<file path="config.mk">
export PLATFORM = sky130hd
export DESIGN_NAME = wcq_commit_queue
export DESIGN_NICKNAME = d
export VERILOG_FILES = /design/src/rtl/wcq_pkg.sv /design/src/rtl/wcq_store.sv /design/src/rtl/wcq_exc_filter.sv /design/src/rtl/wcq_sequencer.sv /design/src/rtl/wcq_commit_queue.sv
export SDC_FILE = /design/constraint.sdc
export NUM_CORES = 1
export LEC_CHECK = 0
export BUFFER_PORTS_ARGS = -buffer_cell sky130_fd_sc_hd__buf_2
export CORE_ASPECT_RATIO = 0.7
export CORE_MARGIN = 3
export CORE_UTILIZATION = 30
export CTS_CLUSTER_DIAMETER = 50
export DETAILED_ROUTE_END_ITERATION = 12
export PLACE_DENSITY_LB_ADDON = 0.15
export REMOVE_ABC_BUFFERS = 1
export SLEW_MARGIN = 20
export SYNTH_ARGS = -nofsm -noshare
export SYNTH_HDL_FRONTEND = slang
export SYNTH_SLANG_ARGS = --single-unit
</file>
<file path="constraint.sdc">
create_clock -name clk -period 7.7 [get_ports clk]
set_input_delay 0.385 -clock clk [delete_from_list [all_inputs] [get_ports clk]]
set_output_delay 0.385 -clock clk [all_outputs]
set_load 0.05 [all_outputs]
</file>
<file path="src/rtl/wcq_pkg.sv">
package wcq_pkg;
  typedef enum logic [1:0] {
    WK_REG       = 2'd0,
    WK_PC_DIRECT = 2'd1,
    WK_PC_CALC   = 2'd2,
    WK_NONE      = 2'd3
  } wkind_e;

  typedef enum logic [1:0] {
    SQ_IDLE  = 2'd0,
    SQ_DRAIN = 2'd1,
    SQ_FINAL = 2'd2
  } seq_st_e;

  localparam int FMASK_W = 5;
  // bit0 inexact, bit1 underflow, bit2 overflow; bits above are harmful
  localparam logic [FMASK_W-1:0] FMASK_BENIGN = 5'b00111;
endpackage

</file>
<file path="src/rtl/wcq_store.sv">
module wcq_store #(
  parameter int DEPTH = 16,
  parameter int XLEN  = 32,
  parameter int RW    = 5,
  parameter int IW    = $clog2(DEPTH),
  parameter int CW    = $clog2(DEPTH + 1)
) (
  input  logic            clk,
  input  logic            rst_n,
  input  logic            clr,
  input  logic            push_req,
  input  logic [1:0]      push_kind,
  input  logic [XLEN-1:0] push_value,
  input  logic [RW-1:0]   push_dest,
  input  logic [XLEN-1:0] push_iaddr,
  input  logic            push_force,
  input  logic [IW-1:0]   rd_idx,
  output logic [CW-1:0]   count,
  output logic            ovf,
  output logic [1:0]      rd_kind,
  output logic [XLEN-1:0] rd_value,
  output logic [RW-1:0]   rd_dest,
  output logic [XLEN-1:0] rd_iaddr,
  output logic            rd_force
);
  logic [1:0]      kind_q  [DEPTH];
  logic [XLEN-1:0] value_q [DEPTH];
  logic [RW-1:0]   dest_q  [DEPTH];
  logic [XLEN-1:0] iaddr_q [DEPTH];
  logic            force_q [DEPTH];

  logic [CW-1:0] count_q, count_d;
  logic          ovf_q, ovf_d;
  logic          full, accept, count_en;

  always_comb begin
    full     = (count_q == CW'(DEPTH));
    accept   = push_req & ~full;
    ovf_d    = push_req & full;
    count_en = clr | accept;
    count_d  = clr ? '0 : (count_q + CW'(1));
  end

  always_ff @(posedge clk or negedge rst_n) begin
    if (!rst_n) begin
      count_q <= '0;
      ovf_q   <= 1'b0;
    end else begin
      if (count_en) count_q <= count_d;
      ovf_q <= ovf_d;
    end
  end

  always_ff @(posedge clk) begin
    if (accept) begin
      kind_q[count_q[IW-1:0]]  <= push_kind;
      value_q[count_q[IW-1:0]] <= push_value;
      dest_q[count_q[IW-1:0]]  <= push_dest;
      iaddr_q[count_q[IW-1:0]] <= push_iaddr;
      force_q[count_q[IW-1:0]] <= push_force;
    end
  end

  always_comb begin
    count    = count_q;
    ovf      = ovf_q;
    rd_kind  = kind_q[rd_idx];
    rd_value = value_q[rd_idx];
    rd_dest  = dest_q[rd_idx];
    rd_iaddr = iaddr_q[rd_idx];
    rd_force = force_q[rd_idx];
  end
endmodule

</file>
<file path="src/rtl/wcq_exc_filter.sv">
module wcq_exc_filter
  import wcq_pkg::*;
#(
  parameter int XLEN = 32
) (
  input  logic               clk,
  input  logic               rst_n,
  input  logic               clr,
  input  logic               cap,
  input  logic               cap_fp,
  input  logic [XLEN-1:0]    cap_iaddr,
  input  logic [FMASK_W-1:0] cap_mask,
  input  logic [XLEN-1:0]    ent_iaddr,
  input  logic               ent_force,
  output logic               ent_ok
);
  logic               pend_q, pend_d, pend_en;
  logic               fp_q;
  logic [XLEN-1:0]    ia_q;
  logic [FMASK_W-1:0] mask_q;
  logic               rec_en, hit, fp_keep;

  always_comb begin
    pend_en = clr | cap;
    pend_d  = ~clr;
    rec_en  = cap & ~clr;
  end

  always_ff @(posedge clk or negedge rst_n) begin
    if (!rst_n) pend_q <= 1'b0;
    else if (pend_en) pend_q <= pend_d;
  end

  always_ff @(posedge clk) begin
    if (rec_en) begin
      fp_q   <= cap_fp;
      ia_q   <= cap_iaddr;
      mask_q <= cap_mask;
    end
  end

  always_comb begin
    hit     = pend_q & (ent_iaddr == ia_q);
    fp_keep = ~|(mask_q & ~FMASK_BENIGN);
    ent_ok  = ~hit | (fp_q ? fp_keep : ent_force);
  end
endmodule

</file>
<file path="src/rtl/wcq_sequencer.sv">
module wcq_sequencer
  import wcq_pkg::*;
#(
  parameter int XLEN = 32,
  parameter int IW   = 4,
  parameter int CW   = 5
) (
  input  logic            clk,
  input  logic            rst_n,
  input  logic            commit_start,
  input  logic [XLEN-1:0] pc_in,
  input  logic            link_req,
  input  logic [CW-1:0]   count,
  input  logic [1:0]      ent_kind,
  input  logic [XLEN-1:0] ent_value,
  input  logic            ent_ok,
  output logic [IW-1:0]   rd_idx,
  output logic            ent_eff,
  output logic            idle,
  output logic            final_cyc,
  output logic [XLEN-1:0] pc_final,
  output logic            link_pending,
  output logic [XLEN-1:0] pc_cap
);
  seq_st_e         st_q, st_d;
  logic [CW-1:0]   idx_q, idx_d;
  logic            br_q, br_d;
  logic [XLEN-1:0] tgt_q, cap_q;
  logic            link_q, link_d;
  logic            drain, is_pc, is_reg, last, tgt_en, cap_en;

  always_comb begin
    idle      = (st_q == SQ_IDLE);
    drain     = (st_q == SQ_DRAIN);
    final_cyc = (st_q == SQ_FINAL);
    is_pc     = (ent_kind == WK_PC_DIRECT) || (ent_kind == WK_PC_CALC);
    is_reg    = (ent_kind == WK_REG);
    ent_eff   = drain & ent_ok & (is_reg | (is_pc & ~br_q));
    last      = (idx_q == (count - CW'(1)));

    st_d   = st_q;
    idx_d  = idx_q;
    br_d   = br_q;
    tgt_en = 1'b0;
    cap_en = 1'b0;
    unique case (st_q)
      SQ_IDLE: begin
        if (commit_start) begin
          cap_en = 1'b1;
          br_d   = 1'b0;
          idx_d  = '0;
          st_d   = (count == '0) ? SQ_FINAL : SQ_DRAIN;
        end
      end
      SQ_DRAIN: begin
        idx_d = idx_q + CW'(1);
        if (ent_eff & is_pc) begin
          br_d   = 1'b1;
          tgt_en = 1'b1;
        end
        if (last) st_d = SQ_FINAL;
      end
      SQ_FINAL: st_d = SQ_IDLE;
      default:  st_d = SQ_IDLE;
    endcase

    if (final_cyc)            link_d = 1'b0;
    else if (idle & link_req) link_d = 1'b1;
    else                      link_d = link_q;
  end

  always_ff @(posedge clk or negedge rst_n) begin
    if (!rst_n) begin
      st_q   <= SQ_IDLE;
      idx_q  <= '0;
      br_q   <= 1'b0;
      link_q <= 1'b0;
    end else begin
      st_q   <= st_d;
      idx_q  <= idx_d;
      br_q   <= br_d;
      link_q <= link_d;
    end
  end

  always_ff @(posedge clk) begin
    if (tgt_en) tgt_q <= ent_value;
    if (cap_en) cap_q <= pc_in;
  end

  always_comb begin
    rd_idx       = idx_q[IW-1:0];
    pc_final     = br_q ? tgt_q : cap_q;
    pc_cap       = cap_q;
    link_pending = link_q;
  end
endmodule

</file>
<file path="src/rtl/wcq_commit_queue.sv">
module wcq_commit_queue
  import wcq_pkg::*;
#(
  parameter int DEPTH = 16,
  parameter int XLEN  = 32,
  parameter int RW    = 5
) (
  input  logic               clk,
  input  logic               rst_n,
  input  logic               pkt_start,
  input  logic               push_valid,
  input  logic [1:0]         push_kind,
  input  logic [XLEN-1:0]    push_value,
  input  logic [RW-1:0]      push_dest,
  input  logic [XLEN-1:0]    push_iaddr,
  input  logic               push_force,
  input  logic               exc_set,
  input  logic               exc_is_fp,
  input  logic [XLEN-1:0]    exc_iaddr,
  input  logic [FMASK_W-1:0] exc_mask,
  input  logic               link_req,
  input  logic               commit_start,
  input  logic [XLEN-1:0]    pc_in,
  output logic               overflow_err,
  output logic               busy,
  output logic               done,
  output logic               reg_we,
  output logic [RW-1:0]      reg_dest,
  output logic [XLEN-1:0]    reg_data,
  output logic               attr_valid,
  output logic [XLEN-1:0]    attr_pc,
  output logic               pc_we,
  output logic [XLEN-1:0]    pc_out,
  output logic               link_we,
  output logic [XLEN-1:0]    link_data
);
  localparam int IW = $clog2(DEPTH);
  localparam int CW = $clog2(DEPTH + 1);

  logic            idle, final_cyc, ent_ok, ent_eff, link_pending;
  logic            push_req, store_clr, exc_clr, exc_cap;
  logic [IW-1:0]   rd_idx;
  logic [CW-1:0]   count;
  logic [1:0]      ent_kind;
  logic [XLEN-1:0] ent_value, ent_iaddr, pc_final, pc_cap;
  logic [RW-1:0]   ent_dest;
  logic            ent_force;

  always_comb begin
    push_req  = push_valid & idle & ~pkt_start & ~commit_start;
    exc_clr   = pkt_start & idle;
    exc_cap   = exc_set & idle & ~pkt_start;
    store_clr = exc_clr | final_cyc;
  end

  wcq_store #(.DEPTH(DEPTH), .XLEN(XLEN), .RW(RW), .IW(IW), .CW(CW)) u_store (
    .clk(clk), .rst_n(rst_n), .clr(store_clr), .push_req(push_req),
    .push_kind(push_kind), .push_value(push_value), .push_dest(push_dest),
    .push_iaddr(push_iaddr), .push_force(push_force), .rd_idx(rd_idx),
    .count(count), .ovf(overflow_err), .rd_kind(ent_kind), .rd_value(ent_value),
    .rd_dest(ent_dest), .rd_iaddr(ent_iaddr), .rd_force(ent_force)
  );

  wcq_exc_filter #(.XLEN(XLEN)) u_filt (
    .clk(clk), .rst_n(rst_n), .clr(exc_clr), .cap(exc_cap), .cap_fp(exc_is_fp),
    .cap_iaddr(exc_iaddr), .cap_mask(exc_mask), .ent_iaddr(ent_iaddr),
    .ent_force(ent_force), .ent_ok(ent_ok)
  );

  wcq_sequencer #(.XLEN(XLEN), .IW(IW), .CW(CW)) u_seq (
    .clk(clk), .rst_n(rst_n), .commit_start(commit_start), .pc_in(pc_in),
    .link_req(link_req), .count(count), .ent_kind(ent_kind), .ent_value(ent_value),
    .ent_ok(ent_ok), .rd_idx(rd_idx), .ent_eff(ent_eff), .idle(idle),
    .final_cyc(final_cyc), .pc_final(pc_final), .link_pending(link_pending),
    .pc_cap(pc_cap)
  );

  always_comb begin
    busy       = ~idle;
    done       = final_cyc;
    reg_we     = ent_eff & (ent_kind == WK_REG);
    reg_dest   = ent_dest;
    reg_data   = ent_value;
    attr_valid = ent_eff;
    attr_pc    = ent_iaddr;
    pc_we      = final_cyc;
    pc_out     = pc_final;
    link_we    = final_cyc & link_pending;
    link_data  = pc_cap;
  end
endmodule

</file>
==> results of run 1 <==
layer usage:
layer  up-vias  global-route usage  wire [um]
met5         -                   0         24
met4         4              0.0404       2530
met3       173              0.0318       7550
met2       715               0.256      63900
met1     13700               0.231      64300
li1      11200                   -          -
report_power, final:
part           switching (mW)  internal [mW]  total [mW]
combinational            2.48           1.22        3.71
sequential              0.162           7.78        7.94
clock                    2.78           3.76        6.53
total                    5.42           12.8        18.2
sequential cells by signal (all words and copies together) (netlist names), 2 cells and up:
register         count
u_seq.pc_cap        32
u_store.force_q     16
u_seq.idx_q          5
u_store.value_q    512
u_seq.st_q           2
u_seq.tgt_q         32
u_filt.mask_q        2
u_store.kind_q      32
u_filt.ia_q         32
u_store.count        5
u_store.iaddr_q    512
u_store.dest_q      80
worst max-delay path, delay by kind of cell (launching register included):
kind | cells | cell delay, ps
DFF | 1 | 1040
buffers and inverters | 1 | 300
AOI/OAI and AO/OA | 2 | 410
xor gates and xnor gates | 1 | 220
and+or+nand+nor | 5 | 3410
layout make-up:
class / instances / area (um^2)
repair buffers: 482 / 3400
fillers: 14900 / 102000
inverters: 17 / 66.3
clock buffers: 167 / 3650
multi-input cells: 1018 / 10600
well taps: 2187 / 2740
flip-flops and latches: 1267 / 38000
diodes: 7 / 17.5
clock inverters: 89 / 841
layout by cell type, fill, tap and decap left out, drive strengths merged, types with 5 or more instances in the layout:
master,netlist,routed
a2111oi,5,5
a21oi,14,14
a221o,10,10
a221oi,112,112
a22oi,49,49
and2,5,5
and3,14,14
buf,76,338
bufinv,0,10
clkbuf,53,167
clkinv,1,58
clkinvlp,0,8
dfrtp,16,16
diode,0,7
dlygate4sd3,0,144
edfxtp,1251,1251
ha,7,7
inv,16,30
mux2,48,48
mux2i,252,252
mux4,171,171
nand2,72,72
nand2b,12,12
nand3,8,8
nand4,8,8
nor2,53,53
nor2b,9,9
nor3,19,19
o21a,6,6
o21ai,57,57
o22ai,9,9
xnor2,13,13
xor2,17,17
worst min-delay path by stage:
stage | start | end | slack, ps | cells past startpoint
after floorplan | rst_n | u_filt.pend_q$_DFFE_PN0P_ | 90 | 0
after global placement | rst_n | u_filt.pend_q$_DFFE_PN0P_ | 360 | 1
after detailed placement | rst_n | u_filt.pend_q$_DFFE_PN0P_ | 360 | 1
after CTS | commit_start | u_seq.st_q[1]$_DFFE_PN0P_ | 8 | 4
after global routing | commit_start | u_seq.st_q[1]$_DFFE_PN0P_ | 50 | 4
final | commit_start | u_seq.st_q[1]$_DFFE_PN0P_ | 100 | 4
metrics by stage:
step	TNS, ps	power (mW)	utilization	cells
2_1_floorplan	-1151050	11.3	-	2302
3_3_place_gp	0	11.8	0.330	4825
3_5_place_dp	0	11.8	0.330	4825
4_1_cts	0	18.5	0.366	5225
5_1_grt	0	19.0	0.367	5228
6_report	0	18.2	0.367	5234
logic make-up after synthesis:
family                   count (synthesis)  synth area share
flip-flops                            1267             0.771
buffers and inverters                  146            0.0151
XOR/XNOR                                30           0.00534
AND/OR/NAND/NOR                        214            0.0204
adder cells (fa/ha/maj)                  7           0.00178
multiplexers                           471             0.140
AO/OA/AOI/OAI                          296            0.0456
cells in the mapped netlist (4+ instances only):
cell and n:
a2111oi_0 4, dfrtp_1 16, mux2i_1 252, nand2_1 72, buf_6 5, mux2_2 42, a221o_1 10, and3_1 14
mux4_2 171, o22ai_1 9, inv_1 13, nor2_1 53, nor3_1 19, o21a_1 6, o211ai_1 4, buf_4 15
a22o_1 4, xnor2_1 13, buf_1 6, and2_1 5, a22oi_1 49, a211oi_1 4, a21oi_1 14, buf_2 47
o21ai_0 54, ha_1 7, edfxtp_1 1251, nor2b_1 9, mux2_1 6, nand3_1 8, a221oi_1 112, nand4_1 8
xor2_1 17, nand2b_1 12, clkbuf_1 53
repair_timing:
| action | in CTS | in global routing |
|---|---|---|
| hold endpoints to repair | 1238 | 0 |
| hold buffers | 144 | 0 |
| endpoints found under the setup margin | 0 | 0 |
| setup buffers | 0 | 0 |
==> impl_metrics.env, run 1 <==
export IMPL_fin_crit_ps=6630
export IMPL_hold_worst_slack_ps=102
export IMPL_maxSlewHeadroom=0.265
export IMPL_clock_skew_ps=32.6
export IMPL_hold_violations=0
export IMPL_cts_path_max_buffers=3
export IMPL_std_cell_rows=123
export IMPL_worst_setup_path_start_kind="register"
export IMPL_path_cells="and2_4, a221o_1, a21oi_1, xor2_1, nor4_1, nand4_1, nor4_2, nor3_1, buf_2"
export IMPL_synth_distinct_cells=64
export IMPL_rsz0062_at_grt="false"
export IMPL_overflow=0
export IMPL_clock_latency_ps=770
export IMPL_ys_top_cells_by_area="edfxtp_1 76%, mux4_2 7.8%, mux2i_1 5.1%"
export IMPL_synth_edf_count=1251
export IMPL_firstDrtPassIters=5
export IMPL_reg2reg_from="u_seq.idx_q[1]$_DFFE_PN0P_"
export IMPL_ant_nets=0
export IMPL_max_freq_mhz=151
export IMPL_post_place_ws_ps=1610
export IMPL_drc=0
export IMPL_area_growth_pct=20.5
export IMPL_synth_top_cell_by_area="edfxtp_1"
export IMPL_die_y_um=345
export IMPL_die_w_um=490
export IMPL_grt_pass1_wl_mm=197
export IMPL_worstMarginPinSlew_ps=1100
export IMPL_final_max_slew_viol_count=0
export IMPL_r2r_slack_ps=2010
export IMPL_place_area_um2=53300
export IMPL_stdcell_area_um2=59300
export IMPL_avgSynthCellArea_um2=20.2
export IMPL_io_pin_count=289
export IMPL_timing_critical_path_from="u_seq.idx_q[1]$_DFFE_PN0P_"
export IMPL_cts_buffers=141
export IMPL_hpwl_mm=74.9
export IMPL_drt_initial_drc_count=2100
export IMPL_syn_cell_area_um2=49200
export IMPL_status="finished clean"
export IMPL_wl_per_cell_um=26.4
export IMPL_vdd_drop_max_v=0.000185
export IMPL_synth_top_cell_area_share=0.763
export IMPL_async_reset_ff_frac=0.0126
export IMPL_syn_inst=2431
export IMPL_synth_seq_cells=1267
export IMPL_cts_root_buf="clkbuf_16"
export IMPL_p_per_area_nw_per_um2=306
export IMPL_via_count=25800
export IMPL_track_usage=0.162
export IMPL_p_leak_nw=19.0
export IMPL_crit_path_end_kind="output pin"
export IMPL_htreeDepth=4
export IMPL_finalCritPeriodShare=0.861
export IMPL_drive_gt1_frac=0.259
export IMPL_cpMaxStageDelayCell="dfrtp_4"
export IMPL_core_um2=162000
export IMPL_slowest_delay_ps=1040
export IMPL_drt_wl_total_mm=138
export IMPL_vias_per_cell=4.92
export IMPL_grt_pass1_vias=26600
export IMPL_ys_seq_area_frac=0.771
export IMPL_post_cts_resized=0
export IMPL_io_buffers=285
export IMPL_setup_violations=0
export IMPL_crit_required_ps=7320
export IMPL_hold_class="primary input to register"
export IMPL_cts_tree="yes"
export IMPL_worst_slack_ps=1070
export IMPL_reg2regPathDepth=9
export IMPL_endpoint="attr_valid"
export IMPL_arrival_ps=6240
export IMPL_grt_max_degree=85
export IMPL_dieArea_um2=169000
export IMPL_drv_cap=0
export IMPL_yosysWarningCount=0
export IMPL_path_clk_slew_ps=60
export IMPL_path_max_fanout=64
export IMPL_initial_utilization=0.304
export IMPL_layout_nets=3083
export IMPL_cts_sinks=1267
export IMPL_place_congestion=0.781
export IMPL_antenna_found_initial=20
export IMPL_crit_type="register to output pin"
export IMPL_ys_flop_type="edfxtp_1"
export IMPL_rr_endpoint="u_seq.tgt_q[17]$_DFFE_PP_"
(Power assumes the default switching activity.)
==> inputs of run 2 (changes only) <==
- CORE_MARGIN: 3 -> not set
==> impl_metrics.env, run 2 (synthesis gave the netlist of run 1 again) <==
export IMPL_status="finished clean"
export IMPL_firstDrtPassIters=5
export IMPL_drv_cap=0
export IMPL_fin_crit_ps=6550
export IMPL_path_cells="nor2b_4, buf_4, a221oi_1, a22oi_1, a2111oi_1, buf_4, a2111oi_0, nand4_1, nor4_2, nor2_1, buf_2"
export IMPL_worstMarginPinSlew_ps=1090
export IMPL_hpwl_mm=75.5
export IMPL_place_congestion=0.746
export IMPL_r2r_slack_ps=2060
export IMPL_cpMaxStageDelayCell="nor2b_4"
export IMPL_p_sw_mw=5.40
export IMPL_worst_setup_path_start_kind="register"
export IMPL_cts_buffers=138
export IMPL_path_delay_family="simple AND/OR/NAND/NOR gates"
export IMPL_fin_cells=5225
export IMPL_path_clk_slew_ps=70
export IMPL_crit_cells=11
export IMPL_ant_nets=0
export IMPL_min_from="commit_start"
export IMPL_final_cell_mix="1251 x edfxtp_1, 285 x buf_2, 252 x mux2i_1"
export IMPL_final_common_cell="edfxtp_1"
export IMPL_setup_violations=0
export IMPL_multi_input_area_um2=10600
export IMPL_maxSlewHeadroom=0.276
export IMPL_post_cts_resized=0
export IMPL_hold_path_endpoint="u_seq.st_q[1]$_DFFE_PN0P_"
export IMPL_clock_latency_ps=780
export IMPL_std_cell_rows=123
export IMPL_io_buffers=285
export IMPL_arrival_ps=6160
export IMPL_grt_pass1_wl_mm=197
export IMPL_rr_endpoint="u_seq.tgt_q[13]$_DFFE_PP_"
export IMPL_max_freq_mhz=153
export IMPL_dp_cells=4833
export IMPL_final_max_slew_viol_count=0
export IMPL_dieArea_um2=166000
export IMPL_htreeDepth=4
export IMPL_drt_wl_total_mm=140
export IMPL_crit_required_ps=7320
export IMPL_stdcell_area_um2=59200
export IMPL_pwr_share_comb=0.207
export IMPL_layout_nets=3086
export IMPL_cts_sinks=1267
export IMPL_critPathMostFrequentCell="buf_4"
export IMPL_cts_tree="yes"
export IMPL_wl_per_cell_um=26.7
export IMPL_hold_violations=0
export IMPL_p_clk_frac=0.357
export IMPL_rsz0062_at_grt="false"
export IMPL_p_per_area_nw_per_um2=307
export IMPL_swShare=0.298
export IMPL_fill_cells=14900
export IMPL_p_leak_nw=19.0
export IMPL_place_area_um2=53300
export IMPL_crit_path_end_kind="output pin"
export IMPL_vdd_drop_max_v=0.000195
export IMPL_drc=0
export IMPL_initial_utilization=0.304
export IMPL_reg2reg_from="u_seq.idx_q[1]$_DFFE_PN0P_"
export IMPL_io_pin_count=289
export IMPL_drive_gt1_frac=0.259
export IMPL_path_max_fanout=35
export IMPL_die_y_um=341
export IMPL_regArea_um2=38000
export IMPL_drt_initial_drc_count=2127
export IMPL_hold_class="primary input to register"
export IMPL_whs_path_depth=4
export IMPL_area_growth_pct=20.3
export IMPL_crit_type="register to output pin"
export IMPL_critPathBufInv=3
export IMPL_via_count=25700
export IMPL_overflow=0
export IMPL_finalCritPeriodShare=0.851
export IMPL_grt_pass1_vias=26500
export IMPL_core_um2=162000
export IMPL_p_seq_frac=0.436
export IMPL_track_usage=0.168
export IMPL_die_w_um=486
export IMPL_reg2regPathDepth=11
export IMPL_intPower_mw=12.8
export IMPL_cts_root_buf="clkbuf_16"
export IMPL_slowest_delay_ps=900
export IMPL_clock_skew_ps=23.5
export IMPL_total_power_mw=18.2
export IMPL_vias_per_cell=4.92
export IMPL_cts_path_max_buffers=3
export IMPL_grt_max_degree=108
export IMPL_antenna_found_initial=20
run 2: cell count changes in the layout (fill, tap and decap cells not counted), sizes merged:
cell / previous run / this run
clkinvlp: 8 / 4
clkinv: 58 / 50
clkbuf: 167 / 170
diode: 7 / 3
bufinv: 10 / 9
inv: 30 / 29
buf: 338 / 344
run 2: timing repair:
action                                 in CTS  in global routing
hold buffers                              144                  0
buffers inserted                            0                  0
endpoints found under the hold margin    1238                  0
run 2: worst max-delay path by stage:
| stage | slack, ps | from | to |
|---|---|---|---|
| after detailed placement | 1760 | u_seq.idx_q[1]$_DFFE_PN0P_ | attr_valid |
| after global placement | 1480 | u_seq.idx_q[1]$_DFFE_PN0P_ | attr_valid |
| after global routing | 660 | u_seq.idx_q[1]$_DFFE_PN0P_ | attr_valid |
| final | 1150 | u_seq.idx_q[1]$_DFFE_PN0P_ | reg_we |
| after CTS | 910 | u_seq.idx_q[1]$_DFFE_PN0P_ | attr_valid |
| after floorplan | -9900 | u_seq.idx_q[0]$_DFFE_PN0P_ | u_seq.tgt_q[0]$_DFFE_PP_ |
run 2: per-stage QoR:
stage | TNS (ps) | setup WS [ps] | utilization | hold slack [ps]
3_5_place_dp | 0 | 1760 | 0.330 | 378
3_3_place_gp | 0 | 1480 | 0.330 | 367
2_1_floorplan | -1151050 | -9900 | - | 89.4
5_1_grt | 0 | 658 | 0.366 | 91.2
6_report | 0 | 1150 | 0.366 | 84.3
4_1_cts | 0 | 907 | 0.366 | 22.7
run 2: power by group through the flow:
stage	registers (mW)	clock network [mW]	logic, mW
3_5_place_dp	8.06	0	3.75
5_1_grt	7.93	6.92	4.00
4_1_cts	7.92	6.66	3.83
6_report	7.91	6.49	3.75
2_1_floorplan	8.41	0	2.93
3_3_place_gp	8.06	0	3.73
run 2: metal layers:
layer / track usage / part of all wire
met5: 0 / 0.00043
met4: 0.0446 / 0.019
met3: 0.0361 / 0.061
met2: 0.262 / 0.46
met1: 0.237 / 0.46
run 2: layout make-up:
type                            count  share of cell area
Timing Repair Buffer              488              0.0566
Inverter                           17             0.00112
Tap cell                         2187              0.0462
Multi-Input combinational cell   1018               0.180
Clock buffer                      170              0.0631
Clock inverter                     75              0.0115
Antenna cell                        3            0.000127
Sequential cell                  1267               0.642
run 2: worst reg2reg max path: cells and delay by family (launching register included):
kind            cells  cell delay [ps]
simple gates        4             2160
compound gates      4             1230
buf+inv             3             1110
flops               1              690
